===== config.mk =====
export PLATFORM = sky130hd
export DESIGN_NAME = sem_cell
export DESIGN_NICKNAME = d
export VERILOG_FILES = /design/src/rtl/sem_cell_pkg.sv /design/src/rtl/sem_view_decode.sv /design/src/rtl/sem_count_core.sv /design/src/rtl/sem_waiter_set.sv /design/src/rtl/sem_tag_regs.sv /design/src/rtl/sem_cell.sv
export SDC_FILE = /design/constraint.sdc
export NUM_CORES = 1
export LEC_CHECK = 0
export ABC_CLOCK_PERIOD_IN_PS = 3000
export CAP_MARGIN = 20
export CORE_MARGIN = 2
export CORE_UTILIZATION = 35
export DETAILED_ROUTE_END_ITERATION = 7
export PLACE_DENSITY_LB_ADDON = 0.25
export SETUP_SLACK_MARGIN = 0.2
export SLEW_MARGIN = 10
export SYNTH_ARGS = -nofsm -noshare
export SYNTH_HDL_FRONTEND = slang
export SYNTH_SLANG_ARGS = --single-unit

===== constraint.sdc =====
create_clock -name clk -period 3 [get_ports clk]
set_input_delay 0.6 -clock clk [delete_from_list [all_inputs] [get_ports clk]]
set_output_delay 0.6 -clock clk [all_outputs]
set_load 0.05 [all_outputs]

===== src/rtl/sem_cell_pkg.sv =====
package sem_cell_pkg;

    localparam int VIEW_W = 4;

    // View codes; the numbering is fixed because the requester encodes it.
    typedef enum logic [VIEW_W-1:0] {
        VW_RAW    = 4'd0,
        VW_TAG    = 4'd1,
        VW_Q_BLK  = 4'd2,
        VW_Q_TRY  = 4'd3,
        VW_PV_BLK = 4'd4,
        VW_PV_TRY = 4'd5
    } view_e;

    // Tag-word bit positions seen by software.
    localparam int TAG_E_POS    = 0;
    localparam int TAG_F_POS    = 1;
    localparam int TAG_T_POS    = 16;
    localparam int TAG_QMODE_POS = 17;

    typedef struct packed {
        logic t;
        logic f;
        logic e;
    } tag_t;

    typedef struct packed {
        logic take;      // semaphore read, either variant
        logic take_blk;  // semaphore read, blocking variant
        logic give;      // semaphore write, either variant
        logic raw_rd;
        logic tag_rd;
        logic tag_wr;
        logic q_rd;
        logic bad_rd;
        logic any_rd;
    } op_t;

    function automatic op_t decode_op(input logic vld, input logic wr,
                                      input logic [VIEW_W-1:0] view);
        op_t o;
        logic rd;
        o  = '0;
        rd = vld && !wr;
        o.any_rd = rd;
        case (view_e'(view))
            VW_RAW:    o.raw_rd = rd;
            VW_TAG: begin
                o.tag_rd = rd;
                o.tag_wr = vld && wr;
            end
            VW_Q_BLK, VW_Q_TRY: o.q_rd = rd;
            VW_PV_BLK: begin
                o.take     = rd;
                o.take_blk = rd;
                o.give     = vld && wr;
            end
            VW_PV_TRY: begin
                o.take = rd;
                o.give = vld && wr;
            end
            default:   o.bad_rd = rd;
        endcase
        return o;
    endfunction

    function automatic logic [31:0] pack_tag(input tag_t tg);
        logic [31:0] w;
        w = '0;
        w[TAG_E_POS]     = tg.e;
        w[TAG_F_POS]     = tg.f;
        w[TAG_T_POS]     = tg.t;
        w[TAG_QMODE_POS] = 1'b0;
        return w;
    endfunction

endpackage


===== src/rtl/sem_view_decode.sv =====
module sem_view_decode
    import sem_cell_pkg::*;
(
    input  logic              vld,
    input  logic              wr,
    input  logic [VIEW_W-1:0] view,
    output op_t               op
);
    always_comb op = decode_op(vld, wr, view);
endmodule


===== src/rtl/sem_count_core.sv =====
module sem_count_core #(
    parameter int CNT_W = 16
) (
    input  logic             clk,
    input  logic             rst,
    input  logic             take,
    input  logic             give,
    output logic [CNT_W-1:0] cnt,
    output logic             is_zero
);
    localparam logic [CNT_W-1:0] CNT_MAX = {CNT_W{1'b1}};
    localparam logic [CNT_W-1:0] CNT_ONE = CNT_W'(1);

    logic [CNT_W-1:0] cnt_q;
    logic             at_max;

    assign is_zero = (cnt_q == '0);
    assign at_max  = (cnt_q == CNT_MAX);
    assign cnt     = cnt_q;

    always_ff @(posedge clk) begin
        if (rst) begin
            cnt_q <= '0;
        end else if (take && !is_zero) begin
            cnt_q <= cnt_q - CNT_ONE;
        end else if (give && !at_max) begin
            cnt_q <= cnt_q + CNT_ONE;
        end
    end
endmodule


===== src/rtl/sem_waiter_set.sv =====
module sem_waiter_set #(
    parameter int NUM_REQ = 8,
    parameter int ID_W    = $clog2(NUM_REQ)
) (
    input  logic               clk,
    input  logic               rst,
    input  logic               record,
    input  logic [ID_W-1:0]    rec_id,
    input  logic               release_all,
    output logic [NUM_REQ-1:0] waiters,
    output logic               wake_valid,
    output logic [NUM_REQ-1:0] wake_mask
);
    logic [NUM_REQ-1:0] wait_q;

    for (genvar i = 0; i < NUM_REQ; i++) begin : g_slot
        always_ff @(posedge clk) begin
            if (rst || release_all) begin
                wait_q[i] <= 1'b0;
            end else if (record && (rec_id == ID_W'(i))) begin
                wait_q[i] <= 1'b1;
            end
        end
    end

    always_ff @(posedge clk) begin
        if (rst) begin
            wake_valid <= 1'b0;
            wake_mask  <= '0;
        end else begin
            wake_valid <= release_all && (wait_q != '0);
            wake_mask  <= release_all ? wait_q : '0;
        end
    end

    assign waiters = wait_q;
endmodule


===== src/rtl/sem_tag_regs.sv =====
module sem_tag_regs
    import sem_cell_pkg::*;
#(
    parameter int DATA_W = 32
) (
    input  logic              clk,
    input  logic              rst,
    input  logic              wr,
    input  logic [DATA_W-1:0] wdata,
    output tag_t              tag
);
    tag_t tag_q;

    always_ff @(posedge clk) begin
        if (rst) begin
            tag_q <= '0;
        end else if (wr) begin
            tag_q.e <= wdata[TAG_E_POS];
            tag_q.f <= wdata[TAG_F_POS];
            tag_q.t <= wdata[TAG_T_POS];
        end
    end

    assign tag = tag_q;
endmodule


===== src/rtl/sem_cell.sv =====
module sem_cell
    import sem_cell_pkg::*;
#(
    parameter int DATA_W  = 32,
    parameter int CNT_W   = 16,
    parameter int NUM_REQ = 8,
    localparam int ID_W   = $clog2(NUM_REQ)
) (
    input  logic               clk,
    input  logic               rst,
    input  logic               req_valid,
    input  logic               req_wr,
    input  logic [VIEW_W-1:0]  req_view,
    input  logic [ID_W-1:0]    req_id,
    input  logic [DATA_W-1:0]  req_wdata,
    output logic               rsp_valid,
    output logic               rsp_stall,
    output logic [DATA_W-1:0]  rsp_data,
    output logic               wake_valid,
    output logic [NUM_REQ-1:0] wake_mask
);
    op_t                op;
    logic [CNT_W-1:0]   cnt_q;
    logic               cnt_zero;
    logic [NUM_REQ-1:0] waiters;
    tag_t               tag;
    logic               refuse;
    logic [DATA_W-1:0]  rd_word;
    logic [31:0]        tag_word;
    logic               unused_wdata;

    sem_view_decode u_dec (
        .vld  (req_valid),
        .wr   (req_wr),
        .view (req_view),
        .op   (op)
    );

    sem_count_core #(.CNT_W(CNT_W)) u_cnt (
        .clk     (clk),
        .rst     (rst),
        .take    (op.take),
        .give    (op.give),
        .cnt     (cnt_q),
        .is_zero (cnt_zero)
    );

    assign refuse = op.take_blk && cnt_zero;

    sem_waiter_set #(.NUM_REQ(NUM_REQ), .ID_W(ID_W)) u_wait (
        .clk         (clk),
        .rst         (rst),
        .record      (refuse),
        .rec_id      (req_id),
        .release_all (op.give),
        .waiters     (waiters),
        .wake_valid  (wake_valid),
        .wake_mask   (wake_mask)
    );

    sem_tag_regs #(.DATA_W(DATA_W)) u_tag (
        .clk   (clk),
        .rst   (rst),
        .wr    (op.tag_wr),
        .wdata (req_wdata),
        .tag   (tag)
    );

    assign tag_word     = pack_tag(tag);
    assign unused_wdata = ^req_wdata;

    always_comb begin
        rd_word = '0;
        if (op.raw_rd || op.take) begin
            rd_word = DATA_W'(cnt_q);
        end else if (op.tag_rd) begin
            rd_word = DATA_W'(tag_word);
        end else if (op.bad_rd) begin
            rd_word = '1;
        end
    end

    always_ff @(posedge clk) begin
        if (rst) begin
            rsp_valid <= 1'b0;
            rsp_stall <= 1'b0;
            rsp_data  <= '0;
        end else begin
            rsp_valid <= op.any_rd;
            rsp_stall <= refuse;
            rsp_data  <= op.any_rd ? rd_word : '0;
        end
    end
endmodule


==> metrics.md, run 1 <==
| Metric | Value |
|---|---|
| Status | completed |
| Routability cong. | 0.899 |
| Drt drc | 0 |
| Post-synth EDFFs | 0 |
| Setup Viol. Count Final | 0 |
| H-tree Lvls | 2 |
| CP arrival | roughly 2.9 ns |
| Die Wd | 93.4 um |
| Max stage delay on crit path | 0.42 ns |
| Setup CP Type | input port to flop |
| CTS clk-pin slew, worst paths | roughly 0.1 ns |
| # IOs | 86 |
| Placed cell areas | between 0.003 and 0.004 sq mm |
| Slew @ Worst Pin | about 0.51 ns |
| Port bufs | 56 |
| CTS Buf Count | 5 |
| Dominant cell type by area after synthesis | dfxtp_1 |
| CP max stage cell | or3b_4 |
| Worst VDD drop | 0.251 mV |
| Asr flop ratio synth | 0% |
| Antenna violation net count after detailed routing | 0 |
| Placement row count | 32 |
| Die height | 93.4 um |
| Drt pass-1 iters | 4 |
| Synth top area share | 40.1% |
| Initial core utilization | 36.2% |
| Gate power share | 12.4% |
| # fillers | roughly 750 |
| Largest net degree at the start of global routing | 20 |
| Hold Path Class | flop to flop |
| Number of global-route vias before repair | 2438 |
| Post-Route WL | a little over 7 mm |
| Worst-Skew Late Latency | 0.31 ns |
| Yosys warns | 0 |
| FMAX | 367 MHz |
| Final HPWL DP | 5.33 mm |
| Slew Limit Fails | 0 |
| Internal power | 0.990 mW |
| Mapped Nets | 358 |
| Rel. slew slack | approximately two thirds |
| Fin Hold WS | 0.497 ns |
| Synth Register Bits | 56 |
| Syn Std Cell Area | 0.00280 sq mm |
| CP Capture Type | flop |
| Global-route wire length before repair | 12.0 mm |
| Post-DR vias/cell | 5.22 |
| Clock Skew | a little under 0.008 ns |
| Flop pwr share | a little under three fifths |
| Layout area overhead | 33.3% |
| CTS tree | done |
| RSZ-0062 raised after global routing | true |
| P_sw | approximately 0.37 mW |
| Crit-path cells | dlygate4sd2_1 > or3b_4 > nor2_4 > o21ai_4 > xnor2_1 > ha_2 > buf_4 > buf_4 > buf_4 > a32o_1 > o2111ai_2 > and3_1 > o21ba_2 |
| Tcrit/Tclk final | 90.8% |
| Layout cells sized above 1 | a little under 20% |
| Final Instance Area | 0.00373 sq mm |
| Post-Synthesis Cells | 314 |
| Startpoint Class | input port |
| Mean Syn Cell Area | approximately 8.9 sq um |
| Ys flop type | dfxtp_1 |
| Pwr per Cell Area | 364 mW/mm^2 |
| Sequential-to-total area share from yosys stat | 40.1% |
| Fin util | just under 50% |
| Avg WL per Cell | 14.8 um |
| Cell variety after synth | between 60 and 70 |
| Bufs on Longest Clock Path | 2 |
| Via Count | around 2600 |
| Clk network pwr share | 31.8% |
| Clock sink total | 56 |
| Worst EP required | 3.21 ns |
| Area contributors post-synth | dfxtp_1, nor2_1, buf_4, a21o_1, a21oi_1 |
| Sw Share | 27.1% |
| Die footprint | 0.00873 sq mm |
| Max Cap Violations | 0 |
| Initial antenna violation count | 0 |
| Leak | 1.55 nW |
| Antenna fix cells | 0 |
| Critical Path Most Common Cell | buf_4 |
| Tmin final | around 2.7 ns |
| Root buf cell | clkbuf_8 |
| Core ar. | about 0.0077 sq mm |
| GRT overflow | 0 |
| Initial DRC Count | between 100 and 150 |
| Total Routing Usage GR | 17.0% |
| Crit Path Max Fanout | 5 |
| Hold Violations, Final | 0 |
| Final nets | 430 |
critical path: cells and delay by family:
family,cells,cell delay [ns]
AOI/OAI and AO/OA,4,0.60
xor gates and xnor gates,1,0.15
adders and majority gates,1,0.25
buffers and inverters,4,0.57
and+or+nand+nor,3,0.75
flip-flops by register name, summed over array words and instances, names as in the netlist:
name,cells
u_wait.waiters,8
rsp_data,18
u_wait.wake_mask,8
rsp_stall,1
u_tag.tag,3
rsp_valid,1
u_wait.wake_valid,1
u_cnt.cnt,16
cells in the mapped netlist (all sizes together) (5+ instances only):
library cell and count:
nor2b 7, a21o 14, dfxtp 56, nor3 10, and4 5, and3 7
nand3 11, clkbuf 7, nor2 35, buf 25, mux2i 6, nor4 10
nand2 13, nand4 6, a21oi 19, and2 10, o21ai 10, or3 5
through the flow:
step	std cells	TNS [ns]	worst slack, ns	total power [mW]
2_1_floorplan	314	0	0.161	0.878
3_3_place_gp	475	-0.927	-0.346	0.942
3_5_place_dp	475	-1.05	-0.357	0.942
4_1_cts	487	0	0.207	1.37
5_1_grt	489	0	0.164	1.41
6_report	489	0	0.276	1.36
final timing paths:
kind,from,end,slack [ns],cells past startpoint
max,req_view[1],u_cnt.cnt[12],0.28,13
min,u_wait.waiters[3],u_wait.wake_mask[3],0.50,1
max reg2reg,u_cnt.cnt[4],u_cnt.cnt[12],0.34,12
min reg2reg,u_wait.waiters[3],u_wait.wake_mask[3],0.50,1
cell type report:
type                    count  area (sq um)  area share, %
clock buffers               5          68.8           1.84
clock inverters             3          27.5          0.738
inverters                   2          7.51          0.201
multi-input cells         224          1510           40.5
flip-flops and latches     56          1120           30.1
well taps                 102           128           3.42
repair buffers             97           865           23.2
placed cells by master (no fill, tap or decap), drive strengths merged, types with 10 or more instances in the layout:
master and n:
dfxtp 56, clkdlybuf4s50 53, buf 41, nor2 35
a21oi 19, a21o 14, nand2 13, nand3 11
and2 10, nor4 10, o21ai 10, nor3 10
kinds of logic after synthesis:
| kind of cell | share of synthesized area, % |
|---|---|
| fa+ha+maj | 0.447 |
| simple gates | 27.5 |
| buf+inv | 7.56 |
| mux | 3.62 |
| flops | 40.1 |
| compound gates | 19.0 |
| xor+xnor | 1.88 |
per-layer routing:
metal	share of wire [%]	track usage, %	vias up
met5	0	0	-
met4	1.9	4.78	0
met3	5.2	2.82	10
met2	45	27.1	80
met1	47	23.8	1192
li1	-	-	1273
timing repair:
action / in CTS / in global routing
gates cloned: 0 / 0
buffers inserted: 4 / 2
pin swaps: 10 / 11
endpoints found under the setup margin: 3 / 3
gates resized for setup: 4 / 8
hold buffers: 0 / 0
power by group through the flow:
stage | sequential [mW] | clock [mW] | combinational [mW]
finish | 0.757 | 0.432 | 0.168
global route | 0.759 | 0.476 | 0.178
CTS | 0.758 | 0.448 | 0.167
detailed placement | 0.775 | 0 | 0.167
global placement | 0.775 | 0 | 0.167
floorplan | 0.805 | 0 | 0.0726
No activity file was read; power rests on OpenSTA's default activity.
==> inputs of run 2 (changes only) <==
GPL_ROUTABILITY_DRIVEN = 0   (was default)
==> run 2 against run 1 <==
Sequential cell count unchanged. Register-to-register slack improved by 0.03 ns. Final cell count decreased by 0.61%. Count of clock-buffer cells in the layout unchanged. Sequential share of layout area increased by 0.25 points. Worst setup slack improved by 0.052 ns.
==> metrics.md, run 2 (synthesized netlist as in run 1, its figures left out) <==
| Metric | Value |
|---|---|
| Sw Share | between 20% and 30% |
| GRT overflow | 0 |
| Post-DR vias/cell | around 5.2 |
| RSZ-0062 raised after global routing | false |
| Leak | 1.53 nW |
| Root buf cell | clkbuf_8 |
| Die Wd | 93.4 um |
| Max stage delay on crit path | 0.41 ns |
| P_sw | 0.381 mW |
| Fin util | ~48% |
| # IOs | 86 |
| Max Cap Violations | 0 |
| Global-route wire length before repair | 11.9 mm |
| Largest register FFs | 18 |
| Reg with most FFs | rsp_data |
| Layout area overhead | 32.1% |
| Die footprint | about 0.0087 sq mm |
| Commonest non-fill, non-tap cell in the layout | dfxtp_1 |
| Initial antenna violation count | 0 |
| Clock Skew | 0.0121 ns |
| Layout cells sized above 1 | 18.5% |
| Rel. slew slack | 66.2% |
| Startpoint Class | input port |
| Initial DRC Count | 183 |
| Internal power | around 1 mW |
| Clock sink total | 56 |
| CP arrival | 2.90 ns |
| CTS Buf Count | 5 |
| Hold Violations, Final | 0 |
| Drt pass-1 iters | 4 |
| Status | completed |
| Crit-path cells | dlygate4sd2_1 > or3b_4 > nor2_4 > o21ai_4 > xnor2_1 > ha_2 > and4_1 > o21ai_2 > a211o_1 > a21boi_2 > mux2_4 |
| Worst EP required | 3.22 ns |
| Pwr per Cell Area | 371 mW/mm^2 |
| Total Routing Usage GR | 16.9% |
| CP top delay family | simple AND/OR/NAND/NOR gates |
| Crit Path Max Fanout | 5 |
| Die height | 93.4 um |
| Most frequent cells in the layout | dfxtp_1, clkdlybuf4s50_1, buf_4, nor2_1, a21oi_1 |
| Setup Viol. Count Final | 0 |
| Tmin final | 2.67 ns |
| Total Neg Setup Slack | 0 ns |
| Port bufs | 56 |
| Bufs on Longest Clock Path | 2 |
| CP max stage cell | or3b_4 |
| Post-Route WL | 7.22 mm |
| CP Capture Type | flop |
| Via Count | 2538 |
| Slew @ Worst Pin | 0.506 ns |
| Worst VDD drop | about 0.23 mV |
| Avg WL per Cell | 14.9 um |
| Largest net degree at the start of global routing | 20 |
| Antenna fix cells | 0 |
| Bufs and invs on worst path | 1 |
| CTS tree | done |
| Setup CP Type | input port to flop |
| Antenna violation net count after detailed routing | 0 |
| Clk network pwr share | 32.5% |
| Final nets | 427 |
| Placement row count | 32 |
| Number of global-route vias before repair | 2425 |
| Final HPWL DP | ~5.3 mm |
| Initial core utilization | between 30% and 40% |
| Core ar. | 0.00773 sq mm |
| # fillers | 743 |
| Gate power share | 12.2% |
| CTS clk-pin slew, worst paths | 0.12 ns |
| H-tree Lvls | 2 |
| Fin Hold WS | around 0.5 ns |
| FMAX | 374 MHz |
| Hold Path Class | flop to flop |
| Tcrit/Tclk final | 89.1% |
| Flop pwr share | a little under three fifths |
| Hold buffer count at cts | 0 |
| Drt drc | 0 |
| Slew Limit Fails | 0 |
| Worst-Skew Late Latency | approximately 0.32 ns |
==> run 2: cell count changes in the layout (fill, tap and decap cells not counted), sizes merged <==
| cell | previous run | this run |
|---|---|---|
| buf | 41 | 38 |
| clkdlybuf4s15 | 0 | 1 |
| dlygate4sd2 | 3 | 2 |
==> run 2: worst reg2reg max path, stage by stage, from the launching register on <==
cell and delay (ns):
dfxtp_1 0.37, nor4_4 0.41, nand2_2 0.18, o21ai_4 0.18
xnor2_1 0.13, ha_2 0.23, and4_1 0.20, o21ai_2 0.08
a211o_1 0.31, a21boi_2 0.15, mux2_4 0.30
==> run 2: final timing paths <==
kind	startpoint	endpoint	slack (ns)	cells past startpoint
setup / recovery	req_view[1]	u_cnt.cnt[10]	0.33	11
hold / removal	u_wait.waiters[6]	u_wait.wake_mask[6]	0.50	1
setup reg to reg	u_cnt.cnt[10]	u_cnt.cnt[10]	0.37	10
hold reg to reg	u_wait.waiters[6]	u_wait.wake_mask[6]	0.50	1
==> run 2: timing repair <==
action                                  CTS  global route
buffers inserted                          1             2
resized for setup                         6             3
pin swaps                                 9             4
endpoints found under the setup margin    3             3
==> run 2: power by group through the flow <==
stage               Sequential, mW  Combinational (mW)  Clock (mW)
floorplan                    0.805              0.0726           0
global placement             0.774               0.167           0
detailed placement           0.775               0.167           0
CTS                          0.758               0.167       0.459
global route                 0.759               0.177       0.492
finish                       0.757               0.168       0.446
==> run 2: cell type report <==
class / count / area, sq um / share of cell area [%]
Multi-Input combinational cell: 224 / 1500 / 40.6
Inverter: 2 / 7.51 / 0.203
Tap cell: 102 / 128 / 3.45
Timing Repair Buffer: 94 / 843 / 22.8
Sequential cell: 56 / 1120 / 30.3
Clock buffer: 5 / 68.8 / 1.86
Clock inverter: 3 / 27.5 / 0.745
==> run 2: per-stage QoR <==
stage,instance area (sq um),cells,setup slack [ns],power (mW)
floorplan,2800,314,0.161,0.878
global placement,3560,475,-0.318,0.941
detailed placement,3560,475,-0.367,0.942
CTS,3670,484,0.255,1.38
global route,3700,486,0.213,1.43
finish,3700,486,0.328,1.37
==> run 2: layer usage <==
metal / share of wire [%] / up-vias / track usage [%]
li1: - / 1262 / -
met1: 46 / 1189 / 22.7
met2: 47 / 77 / 27.8
met3: 5.5 / 10 / 2.74
met4: 1.8 / 0 / 5.15
met5: 0 / - / 0
